--- src/rtl/gate_prot_pkg.sv ---
`timescale 1ns/1ps
package gate_prot_pkg;
  // Conditioned inputs and event strobes from datapath to control
  typedef struct packed {
    logic cmdOn;
    logic supplyOk;
    logic faultHit;
    logic faultClear;
  } dpFlags_t;

  // State fed back from control to datapath
  typedef struct packed {
    logic gateOn;
  } ctlState_t;
endpackage

--- src/rtl/gate_prot_syncfilt.sv ---
`timescale 1ns/1ps
module gate_prot_syncfilt #(
  parameter int unsigned FILT_CYC = 3,
  parameter logic        INIT     = 1'b0
) (
  input  logic clk,
  input  logic sysRstN,
  input  logic rawIn,
  output logic filtOut
);
  logic [1:0] syncQ;

  always_ff @(posedge clk or negedge sysRstN) begin
    if (!sysRstN) syncQ <= {2{INIT}};
    else          syncQ <= {syncQ[0], rawIn};
  end

  generate
    if (FILT_CYC == 0) begin : g_bypass
      assign filtOut = syncQ[1];
    end else begin : g_filt
      localparam int CW = $clog2(FILT_CYC + 1);
      localparam logic [CW-1:0] LAST = CW'(FILT_CYC - 1);
      logic [CW-1:0] runCnt;
      logic stateQ;
      // a new level must persist FILT_CYC sampled cycles before it is taken
      always_ff @(posedge clk or negedge sysRstN) begin
        if (!sysRstN) begin
          runCnt <= '0;
          stateQ <= INIT;
        end else if (syncQ[1] == stateQ) begin
          runCnt <= '0;
        end else if (runCnt == LAST) begin
          stateQ <= syncQ[1];
          runCnt <= '0;
        end else begin
          runCnt <= runCnt + 1'b1;
        end
      end
      assign filtOut = stateQ;
    end
  endgenerate
endmodule

--- src/rtl/gate_prot_datapath.sv ---
`timescale 1ns/1ps
module gate_prot_datapath
  import gate_prot_pkg::*;
#(
  parameter int unsigned FILT_CYC   = 3,
  parameter int unsigned BLANK_CYC  = 50,
  parameter int unsigned DESAT_CYC  = 41,
  parameter int unsigned RSTMIN_CYC = 100
) (
  input  logic      clk,
  input  logic      sysRstN,
  input  logic      cmdPos,
  input  logic      cmdNeg,
  input  logic      faultRstN,
  input  logic      supplyInOk,
  input  logic      supplyOutOk,
  input  logic      desatHi,
  input  ctlState_t ctl,
  output dpFlags_t  flags
);
  localparam int NIN = 6;
  // bit order: cmdPos, cmdNeg, faultRstN, supplyIn, supplyOut, desat
  localparam logic [NIN-1:0] INIT_V = 6'b000110;
  localparam int BW = $clog2(BLANK_CYC + 1);
  localparam int DW = $clog2(DESAT_CYC + 1);
  localparam int RW = $clog2(RSTMIN_CYC + 1);
  localparam logic [BW-1:0] BLANK_END = BW'(BLANK_CYC);
  localparam logic [DW-1:0] DESAT_LAST = DW'(DESAT_CYC - 1);
  localparam logic [RW-1:0] RST_END  = RW'(RSTMIN_CYC);
  localparam logic [RW-1:0] RST_LAST = RW'(RSTMIN_CYC - 1);

  logic [NIN-1:0] rawVec;
  logic [NIN-1:0] cleanVec;

  assign rawVec = {desatHi, supplyOutOk, supplyInOk, faultRstN, cmdNeg, cmdPos};

  // command and reset pins get the glitch filter, the rest only synchronize
  for (genvar i = 0; i < NIN; i++) begin : g_in
    gate_prot_syncfilt #(
      .FILT_CYC((i < 3) ? FILT_CYC : 0),
      .INIT    (INIT_V[i])
    ) u_in (
      .clk    (clk),
      .sysRstN(sysRstN),
      .rawIn  (rawVec[i]),
      .filtOut(cleanVec[i])
    );
  end

  logic cmdPosF, cmdNegF, rstF, desatS;
  assign cmdPosF = cleanVec[0];
  assign cmdNegF = cleanVec[1];
  assign rstF    = cleanVec[2];
  assign desatS  = cleanVec[5];

  // leading-edge blanking
  logic [BW-1:0] blankCnt;
  logic blankDone;
  assign blankDone = (blankCnt == BLANK_END);

  always_ff @(posedge clk or negedge sysRstN) begin
    if (!sysRstN)        blankCnt <= '0;
    else if (!ctl.gateOn) blankCnt <= '0;
    else if (!blankDone)  blankCnt <= blankCnt + 1'b1;
  end

  // desaturation persistence filter
  logic [DW-1:0] desatCnt;
  logic desatArmed;
  assign desatArmed = ctl.gateOn & blankDone & desatS;

  always_ff @(posedge clk or negedge sysRstN) begin
    if (!sysRstN)                 desatCnt <= '0;
    else if (!desatArmed)         desatCnt <= '0;
    else if (desatCnt != DESAT_LAST) desatCnt <= desatCnt + 1'b1;
  end

  // fault-clear pulse width
  logic [RW-1:0] rstCnt;
  always_ff @(posedge clk or negedge sysRstN) begin
    if (!sysRstN)          rstCnt <= '0;
    else if (rstF)         rstCnt <= '0;
    else if (rstCnt != RST_END) rstCnt <= rstCnt + 1'b1;
  end

  assign flags.cmdOn      = cmdPosF & ~cmdNegF;
  assign flags.supplyOk   = cleanVec[3] & cleanVec[4];
  assign flags.faultHit   = desatArmed & (desatCnt == DESAT_LAST);
  assign flags.faultClear = ~rstF & (rstCnt == RST_LAST);
endmodule

--- src/rtl/gate_prot_control.sv ---
`timescale 1ns/1ps
module gate_prot_control
  import gate_prot_pkg::*;
(
  input  logic      clk,
  input  logic      sysRstN,
  input  dpFlags_t  flags,
  output ctlState_t ctl,
  output logic      gateOn,
  output logic      dischargeEn,
  output logic      faultN,
  output logic      ready
);
  logic faultQ;
  logic gateQ;

  always_ff @(posedge clk or negedge sysRstN) begin
    if (!sysRstN) begin
      faultQ <= 1'b0;
      gateQ  <= 1'b0;
    end else begin
      if (flags.faultHit)        faultQ <= 1'b1;
      else if (flags.faultClear) faultQ <= 1'b0;
      gateQ <= flags.cmdOn & flags.supplyOk & ~faultQ & ~flags.faultHit;
    end
  end

  assign ctl.gateOn  = gateQ;
  assign gateOn      = gateQ;
  assign dischargeEn = ~gateQ;
  assign faultN      = ~faultQ;
  assign ready       = flags.supplyOk;
endmodule

--- src/rtl/gate_prot_ctrl.sv ---
`timescale 1ns/1ps
module gate_prot_ctrl
  import gate_prot_pkg::*;
#(
  parameter int unsigned FILT_CYC   = 3,
  parameter int unsigned BLANK_CYC  = 50,
  parameter int unsigned DESAT_CYC  = 41,
  parameter int unsigned RSTMIN_CYC = 100
) (
  input  logic clk,
  input  logic sysRstN,
  input  logic cmdPos,
  input  logic cmdNeg,
  input  logic faultRstN,
  input  logic supplyInOk,
  input  logic supplyOutOk,
  input  logic desatHi,
  output logic gateOn,
  output logic dischargeEn,
  output logic faultN,
  output logic ready
);
  dpFlags_t  flags;
  ctlState_t ctl;

  gate_prot_datapath #(
    .FILT_CYC  (FILT_CYC),
    .BLANK_CYC (BLANK_CYC),
    .DESAT_CYC (DESAT_CYC),
    .RSTMIN_CYC(RSTMIN_CYC)
  ) u_dp (
    .clk        (clk),
    .sysRstN    (sysRstN),
    .cmdPos     (cmdPos),
    .cmdNeg     (cmdNeg),
    .faultRstN  (faultRstN),
    .supplyInOk (supplyInOk),
    .supplyOutOk(supplyOutOk),
    .desatHi    (desatHi),
    .ctl        (ctl),
    .flags      (flags)
  );

  gate_prot_control u_ctl (
    .clk        (clk),
    .sysRstN    (sysRstN),
    .flags      (flags),
    .ctl        (ctl),
    .gateOn     (gateOn),
    .dischargeEn(dischargeEn),
    .faultN     (faultN),
    .ready      (ready)
  );
endmodule

--- config.mk ---
export PLATFORM = sky130hd
export DESIGN_NAME = gate_prot_ctrl
export DESIGN_NICKNAME = d
export VERILOG_FILES = /design/src/rtl/gate_prot_pkg.sv /design/src/rtl/gate_prot_syncfilt.sv /design/src/rtl/gate_prot_datapath.sv /design/src/rtl/gate_prot_control.sv /design/src/rtl/gate_prot_ctrl.sv
export SDC_FILE = /design/constraint.sdc
export NUM_CORES = 1
export LEC_CHECK = 0
export ABC_AREA = 1
export BUFFER_PORTS_ARGS = -buffer_cell sky130_fd_sc_hd__buf_2
export CAP_MARGIN = 20
export CORE_ASPECT_RATIO = 1.5
export CORE_UTILIZATION = 35
export DETAILED_ROUTE_END_ITERATION = 8
export SLEW_MARGIN = 20
export SYNTH_ARGS = -nofsm -noshare
export SYNTH_HDL_FRONTEND = slang
export SYNTH_HIERARCHICAL = 1
export SYNTH_SLANG_ARGS = --single-unit
--- constraint.sdc ---
create_clock -name clk -period 1.2 [get_ports clk]
set_input_delay 0.12 -clock clk [delete_from_list [all_inputs] [get_ports clk]]
set_output_delay 0.12 -clock clk [all_outputs]
set_load 0.02 [all_outputs]
* After elaboration in Yosys (flattened, before gate mapping) *
Cells that the tools add are included.

word-level totals
  output and inout port bits = 4
  register bits = 42
  logic and storage cells = 72
  bits of input ports = 8

cells by class
  muxes and demuxes = 14
  equality and inequality tests = 13
  add/sub/neg operators = 6
  bitwise logic cells = 17
  reductions and logical operators = 5

operators with widths
  cell                   number
  $mux W6                4
  $mux W7                2
  $add A6 B1 Y6 const B  2
  $eq A6 B6 Y1 const B   2
  $mux W2                6
  $and A1 B1 Y1          9
  $not A1 Y1             8
  $add A7 B1 Y7 const B  1
  $eq A7 B7 Y1 const B   1
  $ne A7 B7 Y1 const B   1
  $add A2 B1 Y2 const B  3
  $eq A2 B2 Y1 const B   3
  $ne A6 B6 Y1 const B   1
  $reduce_and A2 Y1      3
  $ne A2 B2 Y1 const B   2
  $reduce_bool A2 Y1     2
  $eq A1 B1 Y1           3
  $mux W1                2

* Longest topological paths before layout *
Gate-level depths: netlist of run 1.

  depth after elaboration = 6
  mapped depth = 9
  gate-level depth less buffers = 9

* By module *
The synthesis of run 1 kept the hierarchy.

modules (own cells, without submodules)
  module                                      seq. area each (um2)  area each (um2)  instances  cells each
  gate_prot_datapath                          475.5                 1178.6           1          145
  gate_prot_syncfilt (u_dp.g_in[1].u_in ...)  128.9                 190.2            2          21
  gate_prot_syncfilt (u_dp.g_in[0].u_in)      125.1                 186.4            1          21
  gate_prot_syncfilt (u_dp.g_in[3].u_in ...)  50.0                  50.0             3          2
  gate_prot_control                           50.0                  97.6             1          11

* Least setup slack after synthesis of run 1 *
Ideal clock, no wire load.

  kind = register to register
  from = register u_dp.blankCnt[0]
  to = register u_ctl.gateQ (netlist: u_ctl/ctl)
  period minus slack after synthesis = 1313 ps
  data required time = 1086 ps
  cell stages (with the launch flop) = 10
  setup slack = -113 ps
  path buffers = 0
  data arrival time = 1199 ps
  cell sequence = dfrtp_1 -> inv_1 -> ha_1 -> nand2_2 -> nor2_8 -> nand3b_4 -> nor2_1 -> inv_1 -> nand2_1 -> nor2_2

RTL lines
  what                    line                      source
  from (decl)             gate_prot_datapath.sv:57  logic [BW-1:0] blankCnt;
  from (signal assigned)  gate_prot_datapath.sv:64  else if (!blankDone) blankCnt <= blankCnt + 1'b1;
  to (signal assigned)    gate_prot_control.sv:24   gateQ <= flags.cmdOn & flags.supplyOk & ~faultQ & ~flags.faultHit;
  to (decl)               gate_prot_control.sv:15   logic gateQ;

==> run summary, run 1 <==
Diodes inserted -> 0
Die extent in x -> 63.6 um
Worst-path clk slew -> 0.08 ns
Clock skew -> 0.00589 ns
Vias in the first global route -> 1480
Worst hold path class -> in2async
Vias -> 1472
Maxcap violations -> 0
Worst-margin pin slew -> 0.298 ns
Initial Utilization -> 36.3%
Io pins -> 12
CTS root buffer -> clkbuf_8
Mapped Area -> 1990 um^2
Leak -> 1.28 nW
Gp weighted congestion -> 0.734
Worst reg2reg setup slack -> -0.05 ns
Synth Warn # -> 6
Area growth syn-to-layout -> 29.7%
Total power -> 0.00401 W
Drt wl/cell -> 10.4 um
H-tree depth -> 2
Achievable Freq -> 798 MHz
Area contributors post-synth -> dfrtp_1, nand2_1, dfstp_2, inv_1, nor2_1
Fin crit period -> 1.25 ns
WP data required -> 1.39 ns
Gr ovfl total -> 0
Hold Vio Cnt, Final -> 0
Die Area -> 6010 um^2
WHS -> 0.325 ns
Synth Area per Inst -> 8.86 um^2
Global Route Usage Sum -> 13.3%
Worst path slowest cell -> dfrtp_1
Crit Path Category -> reg2reg
Area of the core -> 5490 um^2
Failing checks -> setup timing
Endpoints failing setup -> 4
DR DRC count -> 0
CP arrival -> 1.44 ns
Die Y -> 94.4 um
Initial antenna violation count -> 0
Register area share after synthesis -> 53.1%
Clk sinks -> 42
Commonest non-fill, non-tap cell in the layout -> nand2_1
Yosys top cell by area -> dfrtp_1
Pwr Density -> 1550 nW/um^2
Number of port buffers -> 11
Crit path largest cell delay -> 0.40 ns
Period Utilization, post-route -> 104%
RSZ-0062 raised after global routing -> yes
Status -> complete, but fails checks
Synthesis-stage register bit count -> 42
Post-synth top area share -> 45.2%
Max transition margin -> 80.1%
Synth Instances -> 225
TritonRoute pass-1 iters -> 4
Post-Route WL -> 3520 um
Cell chain of the critical path -> inv_2 > ha_4 > nand2_4 > nor2_8 > nand3b_4 > nor2_4 > inv_1 > nand2_1 > nor2_2
Final Max Tran Viols -> 0
Final HPWL DP -> 2450 um
First-pass GRT wire length -> 6110 um
Clock buffer count from CTS -> 5
Detailed Route Iter0 Violations -> 27
Final WS setup -> -0.0529 ns
Peak supply drop -> 0.950 mV
Worst skew pair latency -> 0.29 ns
Syn_nets -> 239
Vias/cell -> 4.36
Setup crit start kind -> register
Commonest cells after routing, fill and taps aside -> nand2_1, dfrtp_1, inv_1, nor2_1, buf_4
Worst reg2reg startpoint -> u_dp/blankCnt[0]$_DFFE_PN0P_
# nets final -> 281
Worst R2R Path Depth -> 9
Worst setup EP type -> register
Core Rows -> 33
CTS max path bufs -> 2
CTS tree -> built
CP Max Fanout -> 3
Library cells used by synthesis -> 27
Routed Antenna Nets -> 0
R2r endpoint -> u_ctl/ctl$_DFF_PN0_
Pin count of the biggest net entering global routing -> 43
Layout cells sized above 1 -> 31.3%
worst max-delay path by stage:
stage | from | endpoint | slack (ns) | cells after the start
after floorplan | u_dp/blankCnt[0]$_DFFE_PN0P_ | u_ctl/ctl$_DFF_PN0_ | -0.06 | 9
after global placement | u_dp/blankCnt[0]$_DFFE_PN0P_ | u_dp/desatCnt[0]$_DFFE_PN0P_ | -0.01 | 7
after detailed placement | u_dp/blankCnt[0]$_DFFE_PN0P_ | u_dp/desatCnt[0]$_DFFE_PN0P_ | -0.03 | 7
after CTS | u_dp/blankCnt[0]$_DFFE_PN0P_ | u_ctl/ctl$_DFF_PN0_ | -0.04 | 9
after global routing | u_dp/blankCnt[0]$_DFFE_PN0P_ | u_ctl/ctl$_DFF_PN0_ | -0.15 | 9
final | u_dp/blankCnt[0]$_DFFE_PN0P_ | u_ctl/ctl$_DFF_PN0_ | -0.05 | 9
area by class of cell:
class / count / area, um^2
fill: 532 / 2910
sequential: 42 / 1060
multi-input combinational: 142 / 865
timing repair buffer: 37 / 290
inverter: 39 / 146
tap: 70 / 87.6
clock buffer: 5 / 68.8
clock inverter: 3 / 68.8
flip-flops by register name (all words and copies together), names as in the netlist:
name / cells
u_dp/g_in.u_in/g_filt.runCnt: 6
u_ctl/ctl: 1
u_dp/rstCnt: 7
u_dp/blankCnt: 6
u_dp/desatCnt: 6
u_ctl/faultQ: 1
u_dp/g_in.u_in/filtOut: 3
u_dp/g_in.u_in/syncQ: 12
logic make-up (layout without fill, tap and decap cells):
logic type      after synthesis  after routing  synth area share (%)
buf+inv                      41             84                  8.10
simple gates                120            120                  29.3
flops                        42             42                  53.1
fa+ha+maj                     6              6                  3.77
xor+xnor                      5              5                  2.20
compound gates               11             11                  3.52
synth_stat cells:
cell type / instances
a21oi_1: 2
ha_1: 6
xor2_1: 2
o21ai_1: 2
nand4_1: 2
nor3_2: 1
nand3_1: 16
o21ai_0: 2
nand2_1: 58
xnor2_1: 3
nor2_1: 26
dfrtp_1: 36
nor2_4: 2
nand2_2: 2
nor2_8: 1
nand2_4: 1
o21ai_2: 2
nand3_4: 1
o21bai_1: 3
nand3_2: 2
nand3b_4: 1
nor3_1: 1
inv_1: 38
inv_2: 1
nor2_2: 6
buf_4: 2
dfstp_2: 6
power by group:
| group | switching [W] | total (W) | internal [W] |
|---|---|---|---|
| clock network | 0.000488 | 0.00132 | 0.000833 |
| logic | 0.000519 | 0.000922 | 0.000403 |
| registers | 0.000128 | 0.00177 | 0.00164 |
per-stage QoR:
step	setup slack (ns)	setup TNS [ns]	std cells	cell area, um^2	utilization (%)
4_1_cts	-0.0413	-0.0770	335	2500	45.5
3_5_place_dp	-0.0317	-0.0742	319	2270	41.3
6_report	-0.0529	-0.0968	338	2580	47.1
5_1_grt	-0.153	-0.830	338	2580	47.1
3_3_place_gp	-0.0126	-0.0179	319	2270	41.3
2_1_floorplan	-0.0565	-0.0565	225	2010	-
worst max-delay path, delay by kind of cell (launching register included):
| family | cells | cell delay (ns) |
|---|---|---|
| adder cells (fa/ha/maj) | 1 | 0.14 |
| buffers and inverters | 2 | 0.12 |
| flip-flops | 1 | 0.40 |
| AND/OR/NAND/NOR | 6 | 0.49 |
repair_timing:
item	CTS	global route
resized for setup	5	20
hold buffers	7	0
endpoints found under the setup margin	7	16
pin swaps	0	8
hold endpoints to repair	42	0
setup buffers	1	3
routing by layer:
layer	track usage, %	part of all wire (%)	vias to the layer above
li1	-	-	768
met1	13.2	40	686
met2	25.1	56	13
met3	3.38	2.0	5
met4	6.82	1.9	0
met5	0	0	-
Note: power is estimated with default switching activity, not from simulation.
==> run 2: changes to the inputs <==
--- a/config.mk
+++ b/config.mk
@@ -11,6 +11,7 @@
 export CORE_ASPECT_RATIO = 1.5
 export CORE_UTILIZATION = 35
 export DETAILED_ROUTE_END_ITERATION = 8
+export RECOVER_POWER = 25
 export SLEW_MARGIN = 20
 export SYNTH_ARGS = -nofsm -noshare
 export SYNTH_HDL_FRONTEND = slang
==> run 2 against run 1 <==
The flow still finishes with violations (setup timing). Hold slack improved by 0.027 ns. Cell count unchanged. Power shrank 0.13%. Critical endpoint unchanged.
==> run summary, run 2 (synthesis gave the netlist of run 1 again) <==
Status -> complete, but fails checks
Failing checks -> setup timing
Layout cells sized above 1 -> 31.3% (unchanged)
Core Rows -> 33 (unchanged)
Design Area, Final -> 2570 um^2 (-0.48%)
Diodes inserted -> 0 (unchanged)
Setup TNS -> -0.0940 ns (+0.00275 ns)
WP data required -> 1.39 ns (about the same)
Global Route Usage Sum -> 13.3% (unchanged)
Leak -> 1.27 nW (-0.38%)
Worst hold path class -> reg2reg
Final Util -> 46.8% (-0.23 points)
Die Y -> 94.4 um (unchanged)
Max transition margin -> 61.4% (-19 points)
Buf+Inv Stages, Crit Path -> 2 (unchanged)
Commonest non-fill, non-tap cell in the layout -> nand2_1
Detailed Route Iter0 Violations -> 27 (unchanged)
Gp weighted congestion -> 0.734 (unchanged)
Routed Antenna Nets -> 0 (unchanged)
Maxcap violations -> 0 (unchanged)
Clock skew -> 0.00588 ns (-0.00000619 ns)
Achievable Freq -> 798 MHz (about the same)
Crit Path Category -> reg2reg
Final Max Tran Viols -> 0 (unchanged)
Cell chain of the critical path -> inv_2 > ha_4 > nand2_4 > nor2_8 > nand3b_4 > nor2_4 > inv_1 > nand2_1 > nor2_2
Post-Route WL -> 3510 um (-0.37%)
Worst setup EP type -> register
H-tree depth -> 2 (unchanged)
Largest delay share family, worst path -> simple AND/OR/NAND/NOR gates
FF+latch area -> 1060 um^2 (unchanged)
Max Used Layer -> met4
Worst-path clk slew -> 0.08 ns (about the same)
Number of port buffers -> 11 (unchanged)
Dpl cell area -> 2270 um^2 (unchanged)
Final HPWL DP -> 2450 um (unchanged)
Area growth syn-to-layout -> 29.1%
Pwr Density -> 1560 nW/um^2 (+0.35%)
CTS root buffer -> clkbuf_8
CP Max Fanout -> 3 (unchanged)
Top Registers -> u_dp/g_in.u_in/syncQ: 12 flops, u_dp/rstCnt: 7 flops
Vias/cell -> 4.36 (+0.14%)
DR DRC count -> 0 (unchanged)
CP arrival -> 1.44 ns (about the same)
CTS max path bufs -> 2 (unchanged)
Initial antenna violation count -> 0 (unchanged)
Commonest cells after routing, fill and taps aside -> nand2_1, dfrtp_1, inv_1, nor2_1, buf_4
DR WL met2 -> 1970 um (+0.25%)
Max FFs per register -> 12 (unchanged)
RSZ-0062 raised after global routing -> yes
Initial Utilization -> 36.3% (unchanged)
Area of the core -> 5490 um^2 (unchanged)
Worst path slowest cell -> dfrtp_1
Filler instances -> 533 (+0.19%)
Layout Cells excl Fill -> 338 (unchanged)
Multi-input gate area -> 865 um^2 (unchanged)
Hold Vio Cnt, Final -> 0 (unchanged)
TritonRoute pass-1 iters -> 4 (unchanged)
Worst skew pair latency -> 0.29 ns (about the same)
Peak supply drop -> 0.950 mV (about the same)
CTS tree -> built
Io pins -> 12 (unchanged)
Period Utilization, post-route -> 104% (about the same)
Clock buffer count from CTS -> 5 (unchanged)
Die extent in x -> 63.6 um (unchanged)
Clk sinks -> 42 (unchanged)
Fin crit period -> 1.25 ns (+0.000158 ns)
Pin count of the biggest net entering global routing -> 43 (unchanged)
Endpoints failing setup -> 4 (unchanged)
Reg with most FFs -> u_dp/g_in.u_in/syncQ
First-pass GRT wire length -> 6110 um (unchanged)
Crit path largest cell delay -> 0.40 ns (about the same)
Metal3 WL -> 72 um (unchanged)
# nets final -> 281 (unchanged)
Vias -> 1474 (+0.14%)
Setup crit start kind -> register
Gr ovfl total -> 0 (unchanged)
Die Area -> 6010 um^2 (unchanged)
Worst-margin pin slew -> 0.579 ns (+0.281 ns)
Met1 Routed Length -> 1400 um (-1.2%)
Drt wl/cell -> 10.4 um (-0.37%)
Placed Cells -> 319 (unchanged)
Vias in the first global route -> 1480 (unchanged)
Final WS setup -> -0.0531 ns (-0.000158 ns)
## run 2: changes by cell type in the layout (fill, tap and decap cells not counted)
cell / change
buf_12: -1
clkbuf_4: +1
## run 2: worst reg2reg max path, delay by kind of cell, from the launching register on
family	cells	cell delay, ns
DFF	1	0.40
adders and majority gates	1	0.14
and+or+nand+nor	6	0.49
buffers and inverters	2	0.12
## run 2: per-stage QoR
stage / power (W) / setup slack, ns / hold slack [ns]
final: 0.00401 / -0.0531 / 0.352
after global routing: 0.00427 / -0.153 / 0.362
after CTS: 0.00397 / -0.0413 / 0.328
after detailed placement: 0.00259 / -0.0317 / 0.115
after global placement: 0.00256 / -0.0126 / 0.114
after floorplan: 0.00232 / -0.0565 / -0.176
## run 2: path summary, 6_finish.rpt
check,startpoint,endpoint,slack (ns),depth (start not counted)
hold / removal,u_dp/g_in[3].u_in/syncQ[0]$_DFF_PN0_,u_dp/g_in[3].u_in/syncQ[1]$_DFF_PN0_,0.35,0
max in group asynchronous,sysRstN,u_dp/desatCnt[4]$_DFFE_PN0P_,0.34,3
setup reg to reg,u_dp/blankCnt[0]$_DFFE_PN0P_,u_ctl/ctl$_DFF_PN0_,-0.05,9
min in group asynchronous,sysRstN,u_dp/rstCnt[0]$_DFFE_PN0P_,0.46,3
hold reg to reg,u_dp/g_in[3].u_in/syncQ[0]$_DFF_PN0_,u_dp/g_in[3].u_in/syncQ[1]$_DFF_PN0_,0.35,0
setup / recovery,u_dp/blankCnt[0]$_DFFE_PN0P_,u_ctl/ctl$_DFF_PN0_,-0.05,9
## run 2: area by class of cell
cell class,instances,area share [%]
clock buffers,5,2.68
clock inverters,3,2.68
inverters,39,5.69
multi-input cells,142,33.6
flip-flops and latches,42,41.1
well taps,70,3.40
repair buffers,37,10.8
## run 2: power by group
group / switching (W) / internal (W) / total [W]
Clock: 0.000488 / 0.000833 / 0.00132
Sequential: 0.000128 / 0.00164 / 0.00177
Combinational: 0.000519 / 0.000398 / 0.000917
Total: 0.00113 / 0.00287 / 0.00401
## run 2: timing repair
item / CTS / global route
hold buffers: 7 / 0
hold endpoints to repair: 42 / 0
resized for setup: 5 / 20
pin swaps: 0 / 8
buffers inserted: 1 / 3
gates cloned: 0 / 0
setup endpoints to repair: 7 / 16
## run 2: routing by layer
metal | global-route usage [%] | vias to the layer above
met1 | 13.2 | 688
li1 | - | 768
met3 | 3.38 | 5
met4 | 6.82 | 0
met2 | 25.1 | 13
met5 | 0 | -
